File: src/rtl/useq_pkg.sv
package useq_pkg;

    localparam int unsigned CW_BITS   = 16;

    // control word bit positions
    localparam int unsigned B_DRV0    = 0;
    localparam int unsigned B_LAT0    = 4;
    localparam int unsigned B_ALU_OE  = 8;
    localparam int unsigned B_ALU_FN0 = 9;
    localparam int unsigned B_MRD     = 12;
    localparam int unsigned B_MWR     = 13;
    localparam int unsigned B_PCINC   = 14;
    localparam int unsigned B_PCLD    = 15;

    localparam logic [CW_BITS-1:0] CW_ONE   = CW_BITS'(1);
    localparam logic [CW_BITS-1:0] FETCH_CW = (CW_ONE << B_MRD) | (CW_ONE << B_PCINC);
    localparam logic [2:0]         ALU_ADD  = 3'b000;

    // opcode codes (8-bit view)
    localparam logic [7:0] OP_NOP  = 8'h00;
    localparam logic [3:0] FAM_MOV = 4'h1;
    localparam logic [3:0] FAM_ADD = 4'h2;
    localparam logic [7:0] OP_JZ   = 8'h40;
    localparam logic [7:0] OP_JC   = 8'h41;

    typedef enum logic [1:0] {
        COND_ALWAYS = 2'd0,
        COND_ZERO   = 2'd1,
        COND_CARRY  = 2'd2
    } cond_e;

    typedef struct packed {
        logic [CW_BITS-1:0] cw;
        logic               last;
        cond_e              cond;
    } uword_t;

endpackage

File: src/rtl/useq_ucode.sv
module useq_ucode
    import useq_pkg::*;
#(
    parameter int unsigned OPC_W  = 8,
    parameter int unsigned STEP_W = 4
) (
    input  logic [OPC_W-1:0]  opc_i,
    input  logic [STEP_W-1:0] step_i,
    output uword_t            uw_o
);

    localparam int unsigned HI_W = OPC_W - 4;

    logic [1:0]      dst;
    logic [1:0]      src;
    logic            is_mov;
    logic            is_add;
    logic            is_jz;
    logic            is_jc;
    logic [2:0]      fn_sel;

    assign dst    = opc_i[3:2];
    assign src    = opc_i[1:0];
    assign is_mov = (opc_i[OPC_W-1:4] == HI_W'(FAM_MOV));
    assign is_add = (opc_i[OPC_W-1:4] == HI_W'(FAM_ADD));
    assign is_jz  = (opc_i == OPC_W'(OP_JZ));
    assign is_jc  = (opc_i == OPC_W'(OP_JC));
    assign fn_sel = ALU_ADD;

    always_comb begin
        uw_o      = '0;
        uw_o.cond = COND_ALWAYS;
        if (step_i == '0) begin
            uw_o.cw = FETCH_CW;
        end else if (is_mov) begin
            if (step_i == STEP_W'(1)) begin
                uw_o.cw = (CW_ONE << (B_DRV0 + 32'(src))) | (CW_ONE << (B_LAT0 + 32'(dst)));
            end else begin
                uw_o.last = 1'b1;
            end
        end else if (is_add) begin
            if (step_i == STEP_W'(1)) begin
                uw_o.cw = CW_ONE << (B_DRV0 + 32'(dst));
            end else if (step_i == STEP_W'(2)) begin
                uw_o.cw = CW_ONE << (B_DRV0 + 32'(src));
            end else if (step_i == STEP_W'(3)) begin
                uw_o.cw = (CW_ONE << B_ALU_OE) | (CW_ONE << (B_LAT0 + 32'(dst)))
                        | (CW_BITS'(fn_sel) << B_ALU_FN0);
            end else begin
                uw_o.last = 1'b1;
            end
        end else if (is_jz || is_jc) begin
            if (step_i == STEP_W'(1) || step_i == STEP_W'(2)) begin
                uw_o.cw = FETCH_CW;
            end else if (step_i == STEP_W'(3)) begin
                uw_o.cw   = CW_ONE << B_PCLD;
                uw_o.cond = is_jz ? COND_ZERO : COND_CARRY;
            end else begin
                uw_o.last = 1'b1;
            end
        end else begin
            // no-op and every undefined code: end right after fetch
            uw_o.last = 1'b1;
        end
    end

endmodule

File: src/rtl/useq_state.sv
module useq_state #(
    parameter int unsigned OPC_W  = 8,
    parameter int unsigned STEP_W = 4
) (
    input  logic              clk_i,
    input  logic              rst_i,
    input  logic [OPC_W-1:0]  data_i,
    input  logic              last_i,
    output logic [STEP_W-1:0] step_o,
    output logic [OPC_W-1:0]  ir_o
);

    typedef struct packed {
        logic [STEP_W-1:0] step;
        logic [OPC_W-1:0]  ir;
    } st_t;

    st_t st_d, st_q;

    always_comb begin
        st_d = st_q;
        if (st_q.step == '0) begin
            st_d.ir = data_i;
        end
        if (last_i) begin
            st_d.step = '0;
        end else begin
            st_d.step = st_q.step + 1'b1;
        end
        if (rst_i) begin
            st_d = '0;
        end
    end

    always_ff @(posedge clk_i) begin
        st_q <= st_d;
    end

    assign step_o = st_q.step;
    assign ir_o   = st_q.ir;

    // opcode may only change across a fetch edge
    p_ir_hold_r11: assert property (@(posedge clk_i) disable iff (rst_i)
        (st_q.step != '0) |=> $stable(st_q.ir));

    // an end-of-instruction microword restarts at fetch
    p_restart_r2: assert property (@(posedge clk_i) disable iff (rst_i)
        last_i |=> (st_q.step == '0));

endmodule

File: src/rtl/useq_jgate.sv
module useq_jgate
    import useq_pkg::*;
(
    input  logic  load_req_i,
    input  cond_e cond_i,
    input  logic  flag_z_i,
    input  logic  flag_c_i,
    output logic  load_o
);

    always_comb begin
        case (cond_i)
            COND_ZERO:  load_o = load_req_i & flag_z_i;
            COND_CARRY: load_o = load_req_i & flag_c_i;
            default:    load_o = load_req_i;
        endcase
    end

endmodule

File: src/rtl/useq_ctrl.sv
module useq_ctrl
    import useq_pkg::*;
#(
    parameter int unsigned OPC_W  = 8,
    parameter int unsigned STEP_W = 4
) (
    input  logic               clk_i,
    input  logic               rst_i,
    input  logic [OPC_W-1:0]   data_i,
    input  logic               flag_z_i,
    input  logic               flag_c_i,
    output logic [CW_BITS-1:0] ctrl_o,
    output logic               pc_load_o
);

    logic [STEP_W-1:0] step;
    logic [OPC_W-1:0]  ir;
    uword_t            uw;
    logic              load_gated;

    useq_state #(.OPC_W(OPC_W), .STEP_W(STEP_W)) i_state (
        .clk_i  (clk_i),
        .rst_i  (rst_i),
        .data_i (data_i),
        .last_i (uw.last),
        .step_o (step),
        .ir_o   (ir)
    );

    useq_ucode #(.OPC_W(OPC_W), .STEP_W(STEP_W)) i_ucode (
        .opc_i  (ir),
        .step_i (step),
        .uw_o   (uw)
    );

    useq_jgate i_jgate (
        .load_req_i (uw.cw[B_PCLD]),
        .cond_i     (uw.cond),
        .flag_z_i   (flag_z_i),
        .flag_c_i   (flag_c_i),
        .load_o     (load_gated)
    );

    assign ctrl_o    = rst_i ? '0 : uw.cw;
    assign pc_load_o = rst_i ? 1'b0 : load_gated;

    always_comb begin
        if (rst_i) begin
            p_quiet_r1: assert (ctrl_o == '0 && pc_load_o == 1'b0);
        end
    end

    p_one_driver_r9: assert property (@(posedge clk_i) disable iff (rst_i)
        $countones({ctrl_o[B_ALU_OE], ctrl_o[B_DRV0 +: 4]}) <= 1);

    p_fetch_r2: assert property (@(posedge clk_i) disable iff (rst_i)
        (step == '0) |-> (ctrl_o == FETCH_CW && !pc_load_o));

    p_pcload_r10: assert property (@(posedge clk_i) disable iff (rst_i)
        pc_load_o |-> ((ir == OPC_W'(OP_JZ) && flag_z_i) || (ir == OPC_W'(OP_JC) && flag_c_i)));

endmodule

File: config.mk
export PLATFORM = sky130hd
export DESIGN_NAME = useq_ctrl
export DESIGN_NICKNAME = d
export VERILOG_FILES = /design/src/rtl/useq_pkg.sv /design/src/rtl/useq_ucode.sv /design/src/rtl/useq_state.sv /design/src/rtl/useq_jgate.sv /design/src/rtl/useq_ctrl.sv
export SDC_FILE = /design/constraint.sdc
export NUM_CORES = 1
export LEC_CHECK = 0
export ABC_AREA = 1
export BUFFER_PORTS_ARGS = -buffer_cell sky130_fd_sc_hd__buf_2
export CORE_AREA = 2 2 48 50
export CTS_BUF_LIST = sky130_fd_sc_hd__clkbuf_8
export DETAILED_ROUTE_END_ITERATION = 10
export DIE_AREA = 0 0 50 52
export PLACE_DENSITY = 0.7
export SLEW_MARGIN = 15
export SYNTH_ARGS = -nofsm -noshare
export SYNTH_HDL_FRONTEND = slang
export SYNTH_SLANG_ARGS = --single-unit
File: constraint.sdc
create_clock -name clk_i -period 3.7 [get_ports clk_i]
set_input_delay 0.555 -clock clk_i [delete_from_list [all_inputs] [get_ports clk_i]]
set_output_delay 0.555 -clock clk_i [all_outputs]
set_load 0.02 [all_outputs]
==> metrics.md, run 1 <==
| Metric | Value |
|---|---|
| Cells along the critical path | inv_1 -> ha_1 -> nand2_1 -> nand2_1 -> nor2_1 -> nand3_1 -> nor2_1 -> ha_1 -> a211oi_1 -> nor3_2 -> buf_2 |
| Cell Pwr Density | 344.2 nW/um^2 |
| Root buf cell | clkbuf_8 |
| Final-report max-slew violation count | 0 |
| Max VDD drop | 0.2939 mV |
| DRT iter0 DRCs | 19 |
| CP Launch Type | flop |
| Worst EP arrival | 2.21 ns |
| Worst-path clk slew | 0.05 ns |
| First-pass GRT wire length | 2.849 mm |
| Critical path capture point type | output pin |
| Largest net degree at the start of global routing | 20 |
| Status | finished, final reports clean |
| Synth Register Bits | 12 |
| H-tree depth | 1 |
| Register area share after synthesis | 27.87% |
| Top post-synthesis cells by area | dfxtp_1 28%, nor2_1 8.7%, inv_1 7.4%, nand2_1 7.4%, ha_1 7.3% |
| Cell variety after synth | 22 |
| TritonCTS clock tree | yes |
| Most frequent cell after synthesis | nor2_1 |
| Final Skew | 0.006216 ns |
| Worst path top cell family by delay | simple AND/OR/NAND/NOR gates |
| Num rows | 17 |
| Post-layout nets | 173 |
| Cell Area, Synth | 862.1 sq um |
| Synth warn | 0 |
| Buf/Inv on CP | 2 |
| Drc violations | 0 |
| Via density | 4.525 |
| Maxcap violations | 0 |
| Setup CP Type | flop to output pin |
| M1 GR Usage | 17.16% |
| CP max FO | 4 |
| Antenna violations before repair | 0 |
| CTS Buf Count | 3 |
| Ant. Diodes | 0 |
| Hold Vio Cnt, Final | 0 |
| Initial Util | 40.94% |
| Final cycle utilization of the critical path | 74.80% |
| Number of routed nets with antenna violations | 0 |
| Detailed Place HPWL | 1.379 mm |
| Met3 Use GR | 4.310% |
| Hold slack final | 0.4670 ns |
| Syn Area/Cell | 6.683 sq um |
| DR WL/cell | 9.131 microns |
| Most used DFF post-synth | dfxtp_1 |
| Setup bufs post-CTS | 0 |
| Hold WC Path Type | flop to flop |
| Hold buffers post-CTS | 0 |
| Unrepaired setup endpoints after global routing | false |
| I/O pin count | 29 |
| Vias in the first global route | 720 |
| Worst-skew pair later-pin latency | 0.24 ns |
| Post-synth EDFFs | 0 |
| Overall power | 0.3596 mW |
| Detailed Route WL | 1.671 mm |
| TNS Setup | 0 ns |
| 1st-pass router iterations | 4 |
| Final Critical Period | 2.768 ns |
| Crit-path max cell delay | 0.37 ns |
| Post-Syn Instances | 129 |
| Gr busiest metal | met2 |
| Leading cell types by count after synthesis | 20 x nor2_1, 17 x inv_1, 17 x nand2_1 |
| Clk buf depth | 2 |
| Peak Freq | 361.3 MHz |
| FFs w/ async S/R, synth | 0% |
| Final instance area | 1045 sq um |
| Total core area | 2106 sq um |
| Setup violators final | 0 |
| Req. time, crit path | 3.14 ns |
| DIE WIDTH | 50 microns |
| CTS-repair resized insts | 0 |
| Post-synth top area share | 27.87% |
| # port buffers | 24 |
| Ratio of cells with drive above 1 in the final layout | 27.74% |
| Placer congestion estimate | 0.7347 |
| GR Util All Layers | 14.15% |
| Die area | 2600 sq um |
| Vias | 828 |
| Die Y-Extent | 52 microns |
| Leakage power figure | 0.5006 nW |
| Area Growth Syn to Fin | 21.19% |
| Met2 global-route usage | 23.90% |
| Post-synth top area cell | dfxtp_1 |
| Overflow after GRT | 0 |
| Cell Area, Placed | 989.7 sq um |
| Critical-path top delay cell | dfxtp_1 |
| Clk sinks | 12 |
==> layout by cell type, fill, tap and decap left out, types with 5 or more instances in the layout <==
master	count
a21oi_1	12
buf_2	24
conb_1	5
dfxtp_1	12
ha_1	5
inv_1	17
nand2_1	17
nand3_1	12
nor2_1	20
o21ai_0	8
==> report_power, final <==
group          leakage [nW]  internal, mW  total (mW)  switching, mW
sequential           0.0993         0.140       0.149        0.00934
clock                0.0288        0.0938       0.140         0.0461
combinational         0.373        0.0229      0.0704         0.0475
==> layout make-up <==
class,count,area (sq um)
clock buffer,4,55.05
fill,229,1061
inverter,19,71.32
multi-input combinational,96,523.0
sequential,12,240.2
tap,28,35.03
timing repair buffer,24,120.1
==> worst paths after layout <==
path                startpoint                end  slack [ns]  cells after the start
min          i_state.step_o[0]  i_state.step_o[0]        0.47                      1
max reg2reg  i_state.step_o[0]  i_state.step_o[0]        2.33                      8
max          i_state.step_o[0]          pc_load_o        0.93                     11
min reg2reg  i_state.step_o[0]  i_state.step_o[0]        0.47                      1
==> cells by family after synthesis <==
group	Yosys count	synth area share, %
other	1	0.4350
AND/OR/NAND/NOR	62	35.70
adder cells (fa/ha/maj)	5	7.257
flip-flops	12	27.87
XOR/XNOR	1	1.016
AO/OA/AOI/OAI	23	14.51
buffers and inverters	25	13.21
==> through the flow <==
step	setup slack [ns]	utilization (%)	instances
after floorplan	1.429	-	133
after global placement	1.267	47.00	179
after detailed placement	1.188	47.00	179
after CTS	0.9174	49.61	183
after global routing	0.7720	49.61	183
final	0.9324	49.61	183
==> state kept, by name (all words and copies together) (netlist names) <==
signal / cells
i_state.ir_o: 8
i_state.step_o: 4
==> per-layer routing <==
layer,up-vias,part of all wire (%)
li1,455,-
met1,352,44
met2,19,50
met3,2,4.7
met4,0,0.84
met5,-,0
(Power assumes the default switching activity.)
==> inputs of run 2 (changes only) <==
clock period = 2.75 ns   (was 3.7 ns; I/O delays follow)
==> metrics.md, run 2 (synthesis results as in run 1) <==
| Metric | Value |
|---|---|
| Status | finished, final reports clean |
| Setup CP Type | flop to output pin |
| Maxcap violations | 0 (unchanged) |
| Overflow after GRT | 0 (unchanged) |
| Crit path from | i_state.step_o[0] |
| Leakage power figure | 0.5015 nW (+0.18%) |
| CP max FO | 4 (unchanged) |
| Req. time, crit path | 2.34 ns (-0.80 ns) |
| Drc violations | 0 (unchanged) |
| Critical path capture point type | output pin |
| Vias in the first global route | 720 (unchanged) |
| Ant. Diodes | 0 (unchanged) |
| First-pass GRT wire length | 2.849 mm (unchanged) |
| Num rows | 17 (unchanged) |
| Most common cell after layout, fill and taps aside | buf_2 |
| Initial Util | 40.94% (unchanged) |
| Via density | 4.525 (unchanged) |
| Fillers | 229 (unchanged) |
| Critical R2R Launch | i_state.step_o[0] |
| DIE WIDTH | 50 microns (unchanged) |
| Placer congestion estimate | 0.7348 (about the same) |
| GR Util All Layers | 14.15% (unchanged) |
| Critical-path top delay cell | dfxtp_1 |
| Sequential Power Share | 41.4% (about the same) |
| # port buffers | 24 (unchanged) |
| Sw frac | 28.73% (+0.12 points) |
| Detailed Place HPWL | 1.379 mm (unchanged) |
| Vias | 828 (unchanged) |
| Final Critical Period | 2.587 ns |
| Hold slack final | 0.4386 ns (-0.02843 ns) |
| Largest net degree at the start of global routing | 20 (unchanged) |
| Hold WC Path Type | input port to flop |
| Total core area | 2106 sq um (unchanged) |
| Max VDD drop | 0.3954 mV (+35%) |
| Cell Pwr Density | 461.7 nW/um^2 (+34%) |
| Setup violators final | 0 (unchanged) |
| Detailed Route WL | 1.674 mm (+0.18%) |
| Hold wc startpoint | data_i[4] |
| Cells along the critical path | inv_1 -> ha_1 -> nand2_1 -> nand2_1 -> nor2_1 -> nand3_1 -> nor2_1 -> ha_1 -> a211oi_2 -> nor3_2 -> buf_2 |
| Worst-skew pair later-pin latency | 0.24 ns (about the same) |
| DR WL/cell | 9.148 microns (+0.18%) |
| Die Y-Extent | 52 microns (unchanged) |
| Hold buffers post-CTS | 0 (unchanged) |
| H-tree depth | 1 (unchanged) |
| Final Skew | 0.006475 ns (+0.0002590 ns) |
| Path depth of the worst reg2reg path | 8 (unchanged) |
| Clock network power share | 38.9% (about the same) |
| Area Growth Syn to Fin | 21.77% |
| Max reg flops | 8 (unchanged) |
| Clk buf depth | 2 (unchanged) |
| Final cycle utilization of the critical path | 94.09% |
| Crit-path max cell delay | 0.37 ns (about the same) |
| Ratio of cells with drive above 1 in the final layout | 28.39% (+0.65 points) |
| Die area | 2600 sq um (unchanged) |
| Post-layout nets | 173 (unchanged) |
| Hold Vio Cnt, Final | 0 (unchanged) |
| Number of routed nets with antenna violations | 0 (unchanged) |
| Gate power share | 19.7% (about the same) |
| Worst-path clk slew | 0.05 ns (about the same) |
| Antenna violations before repair | 0 (unchanged) |
| 1st-pass router iterations | 4 (unchanged) |
| Int Pwr | 0.3454 mW (+35%) |
| TritonCTS clock tree | yes |
| CP Launch Type | flop |
| CTS Buf Count | 3 (unchanged) |
| Peak Freq | 386.5 MHz |
| Final core utilization | 49.85% (+0.24 points) |
| Root buf cell | clkbuf_8 |
| Most frequent cells in the layout | 24 x buf_2, 20 x nor2_1, 17 x nand2_1, 17 x inv_1 |
| Switch Pwr | 0.1393 mW (+35%) |
| Worst Hold Depth | 3 (+2) |
| Clk sinks | 12 (unchanged) |
| DRT iter0 DRCs | 13 (-6) |
| I/O pin count | 29 (unchanged) |
| Worst EP arrival | 2.17 ns (-0.04 ns) |
| Final-report max-slew violation count | 0 (unchanged) |
| TNS Setup | 0 ns (unchanged) |
==> run 2: cell counts in the layout (fill, tap and decap cells not counted) <==
Identical to the previous run, type by type.
==> run 2: metrics by stage <==
stage	setup slack, ns	area (sq um)	cells	power, mW
after detailed placement	0.3803	989.7	179	0.3000
after floorplan	0.6220	877.1	133	0.2820
final	0.1626	1050	183	0.4847
after global routing	-0.02571	1050	183	0.5143
after CTS	0.1099	1045	183	0.4913
after global placement	0.4593	989.7	179	0.2983
==> run 2: layer usage <==
metal | share of wire [%] | vias to the layer above | track usage, %
met5 | 0 | - | 0
met4 | 0.84 | 0 | 4.167
met3 | 4.4 | 2 | 4.310
met2 | 50 | 17 | 23.90
met1 | 45 | 356 | 17.16
li1 | - | 453 | -
==> run 2: area by class of cell <==
type                    instances  area [sq um]  area share (%)
repair buffers                 24         120.1           11.44
well taps                      28         35.03           3.337
flip-flops and latches         12         240.2           22.88
clock buffers                   4         55.05           5.244
inverters                      19         71.32           6.794
multi-input cells              96         528.0           50.30
==> run 2: path summary, 6_finish.rpt <==
path | to | slack (ns)
setup / recovery | pc_load_o | 0.16
hold / removal | i_state.ir_o[4] | 0.44
setup reg to reg | i_state.step_o[0] | 1.37
hold reg to reg | i_state.step_o[0] | 0.47
==> run 2: critical path, delay by kind of cell (launching register included) <==
kind	cells	cell delay [ns]
simple gates	6	0.67
fa+ha+maj	2	0.45
flops	1	0.37
buf+inv	2	0.24
compound gates	1	0.22
==> run 2: power by group through the flow <==
stage / Clock [mW] / Combinational (mW) / Sequential, mW
finish: 0.189 / 0.0953 / 0.201
global route: 0.201 / 0.110 / 0.203
CTS: 0.195 / 0.0958 / 0.201
detailed placement: 0 / 0.0954 / 0.205
global placement: 0 / 0.0942 / 0.204
floorplan: 0 / 0.0797 / 0.202
==> run 2: timing repair <==
item,4_1_cts,5_1_grt
setup endpoints to repair,0,1
buffers inserted,0,0
resized for setup,0,1
endpoints found under the hold margin,0,0
==> inputs of run 3 (changes only) <==
CORE_AREA = 2 2 45 47   (was 2 2 48 50)
DIE_AREA = 0 0 47 49   (was 0 0 50 52)
GPL_TIMING_DRIVEN = 1   (was not set)
PLACE_DENSITY = 0.78   (was 0.7)
==> metrics.md, run 3 (synthesis results as in run 1) <==
| Metric | Value |
|---|---|
| CTS Buf Count | 3 (unchanged) |
| Critical-path top delay cell | dfxtp_1 |
| Req. time, crit path | 2.34 ns (about the same) |
| Worst EP arrival | 2.15 ns (-0.02 ns) |
| Crit path to | pc_load_o |
| Most common cell after layout, fill and taps aside | buf_2 |
| Initial Util | 46.81% (+5.9 points) |
| Number of routed nets with antenna violations | 0 (unchanged) |
| Clk sinks | 12 (unchanged) |
| Hold buffers post-CTS | 0 (unchanged) |
| CP max FO | 4 (unchanged) |
| Peak Freq | 390.9 MHz (+1.2%) |
| Die area | 2303 sq um (-11%) |
| Worst-path clk slew | 0.05 ns (about the same) |
| Max reg flops | 8 (unchanged) |
| Post-layout nets | 173 (unchanged) |
| Largest net degree at the start of global routing | 20 (unchanged) |
| Final core utilization | 57.13% (+7.3 points) |
| Setup violators final | 0 (unchanged) |
| Total core area | 1842 sq um (-13%) |
| Overall power | 0.4943 mW (+2.0%) |
| Detailed Place HPWL | 1.369 mm (-0.70%) |
| DRT iter0 DRCs | 30 (+17) |
| # port buffers | 24 (unchanged) |
| GR Util All Layers | 16.94% (+2.8 points) |
| Path depth of the worst reg2reg path | 8 (unchanged) |
| Critical path capture point type | output pin |
| Status | finished, final reports clean |
| TNS Setup | 0 ns (unchanged) |
| DIE WIDTH | 47 microns (-6.0%) |
| Clk buf depth | 2 (unchanged) |
| Vias | 858 (+3.6%) |
| First-pass GRT wire length | 2.856 mm (+0.25%) |
| R2R Setup Slk | 1.42 ns (+0.05 ns) |
| Worst-skew pair later-pin latency | 0.24 ns (about the same) |
| Setup CP Type | flop to output pin |
| Hold WC Path Type | flop to flop |
| Via density | 4.714 (+4.2%) |
| Worst path top cell family by delay | simple AND/OR/NAND/NOR gates |
| Worst path most repeated cell | ha_1 |
| CP Launch Type | flop |
| Crit-path max cell delay | 0.35 ns (-0.02 ns) |
| Post-Place Cells | 178 (-0.56%) |
| Final-report max-slew violation count | 0 (unchanged) |
| Final Non-Filler Cells | 182 (-0.55%) |
| DR WL/cell | 9.478 microns (+3.6%) |
| Placer congestion estimate | 0.7729 (+5.2%) |
| Critical R2R Launch | i_state.step_o[0] |
| Maxcap violations | 0 (unchanged) |
| Antenna violations before repair | 0 (unchanged) |
| Num rows | 16 (-1) |
| R2R Path End | i_state.step_o[2] |
| 1st-pass router iterations | 4 (unchanged) |
| Final Skew | 0.0004778 ns (-0.005997 ns) |
| Overflow after GRT | 0 (unchanged) |
| Unrepaired setup endpoints after global routing | false |
| I/O pin count | 29 (unchanged) |
| Area Growth Syn to Fin | 22.06% |
| Final Critical Period | 2.558 ns (-0.02945 ns) |
| Crit path from | i_state.step_o[1] |
| Leakage power figure | 0.5014 nW (about the same) |
| Cell Pwr Density | 469.7 nW/um^2 (+1.7%) |
| Most frequent cells in the layout | 24 x buf_2, 19 x nor2_1, 17 x nand2_1, 17 x inv_1 |
| Final instance area | 1052 sq um (+0.24%) |
| H-tree depth | 1 (unchanged) |
| Vias in the first global route | 726 (+0.83%) |
| Die Y-Extent | 49 microns (-5.8%) |
| Root buf cell | clkbuf_8 |
| Drc violations | 0 (unchanged) |
| Cells along the critical path | inv_1 -> ha_1 -> nand2_4 -> nand2_1 -> nor2_2 -> nand3_1 -> nor2_1 -> ha_1 -> a211oi_2 -> nor3_2 -> buf_2 |
| Ratio of cells with drive above 1 in the final layout | 29.68% (+1.3 points) |
| Detailed Route WL | 1.725 mm (+3.0%) |
| Buf/Inv on CP | 2 (unchanged) |
| Ant. Diodes | 0 (unchanged) |
| Max VDD drop | 0.2701 mV (-32%) |
| Cell Area, Placed | 988.4 sq um (-0.13%) |
| Final cycle utilization of the critical path | 93.02% (-1.1 points) |
| TritonCTS clock tree | yes |
| Cell depth of the worst setup path | 11 (unchanged) |
| Hold Vio Cnt, Final | 0 (unchanged) |
-- run 3: per-layer routing --
| metal | vias up | global-route usage, % | wire [microns] |
|---|---|---|---|
| met3 | 5 | 3.333 | 57 |
| met1 | 378 | 19.77 | 758 |
| met2 | 17 | 28.08 | 872 |
| met5 | - | 0 | 0 |
| met4 | 0 | 8.333 | 36 |
| li1 | 458 | - | - |
-- run 3: area by class of cell --
type	count	area, sq um
Fill cell	182	789.5
Multi-Input combinational cell	96	530.5
Sequential cell	12	241.5
Timing Repair Buffer	24	120.1
Inverter	19	71.32
Clock buffer	4	55.05
Tap cell	27	33.78
-- run 3: repair_timing --
action	CTS	global route
endpoints found under the setup margin	0	1
resized for setup	0	3
buffers inserted	0	0
-- run 3: worst min-delay path by stage --
| stage | endpoint | depth (start not counted) | slack, ns | start |
|---|---|---|---|---|
| floorplan | i_state.step_o[0] | 1 | 0.43 | i_state.step_o[0] |
| CTS | i_state.ir_o[4] | 3 | 0.44 | data_i[4] |
| global route | i_state.step_o[0] | 1 | 0.46 | i_state.step_o[0] |
| detailed placement | i_state.step_o[0] | 1 | 0.46 | i_state.step_o[0] |
| finish | i_state.step_o[0] | 1 | 0.43 | i_state.step_o[0] |
| global placement | i_state.step_o[0] | 1 | 0.45 | i_state.step_o[0] |
-- run 3: stage by stage --
step / setup WS [ns] / hold WS (ns)
floorplan: 0.6220 / 0.4332
global placement: 0.4668 / 0.4496
detailed placement: 0.3737 / 0.4563
CTS: 0.09262 / 0.4415
global route: 0.03781 / 0.4620
finish: 0.1921 / 0.4295
-- run 3: power breakdown --
group / internal, mW / switching, mW
logic: 0.0309 / 0.0648
registers: 0.188 / 0.0130
clock network: 0.127 / 0.0703
total: 0.346 / 0.148
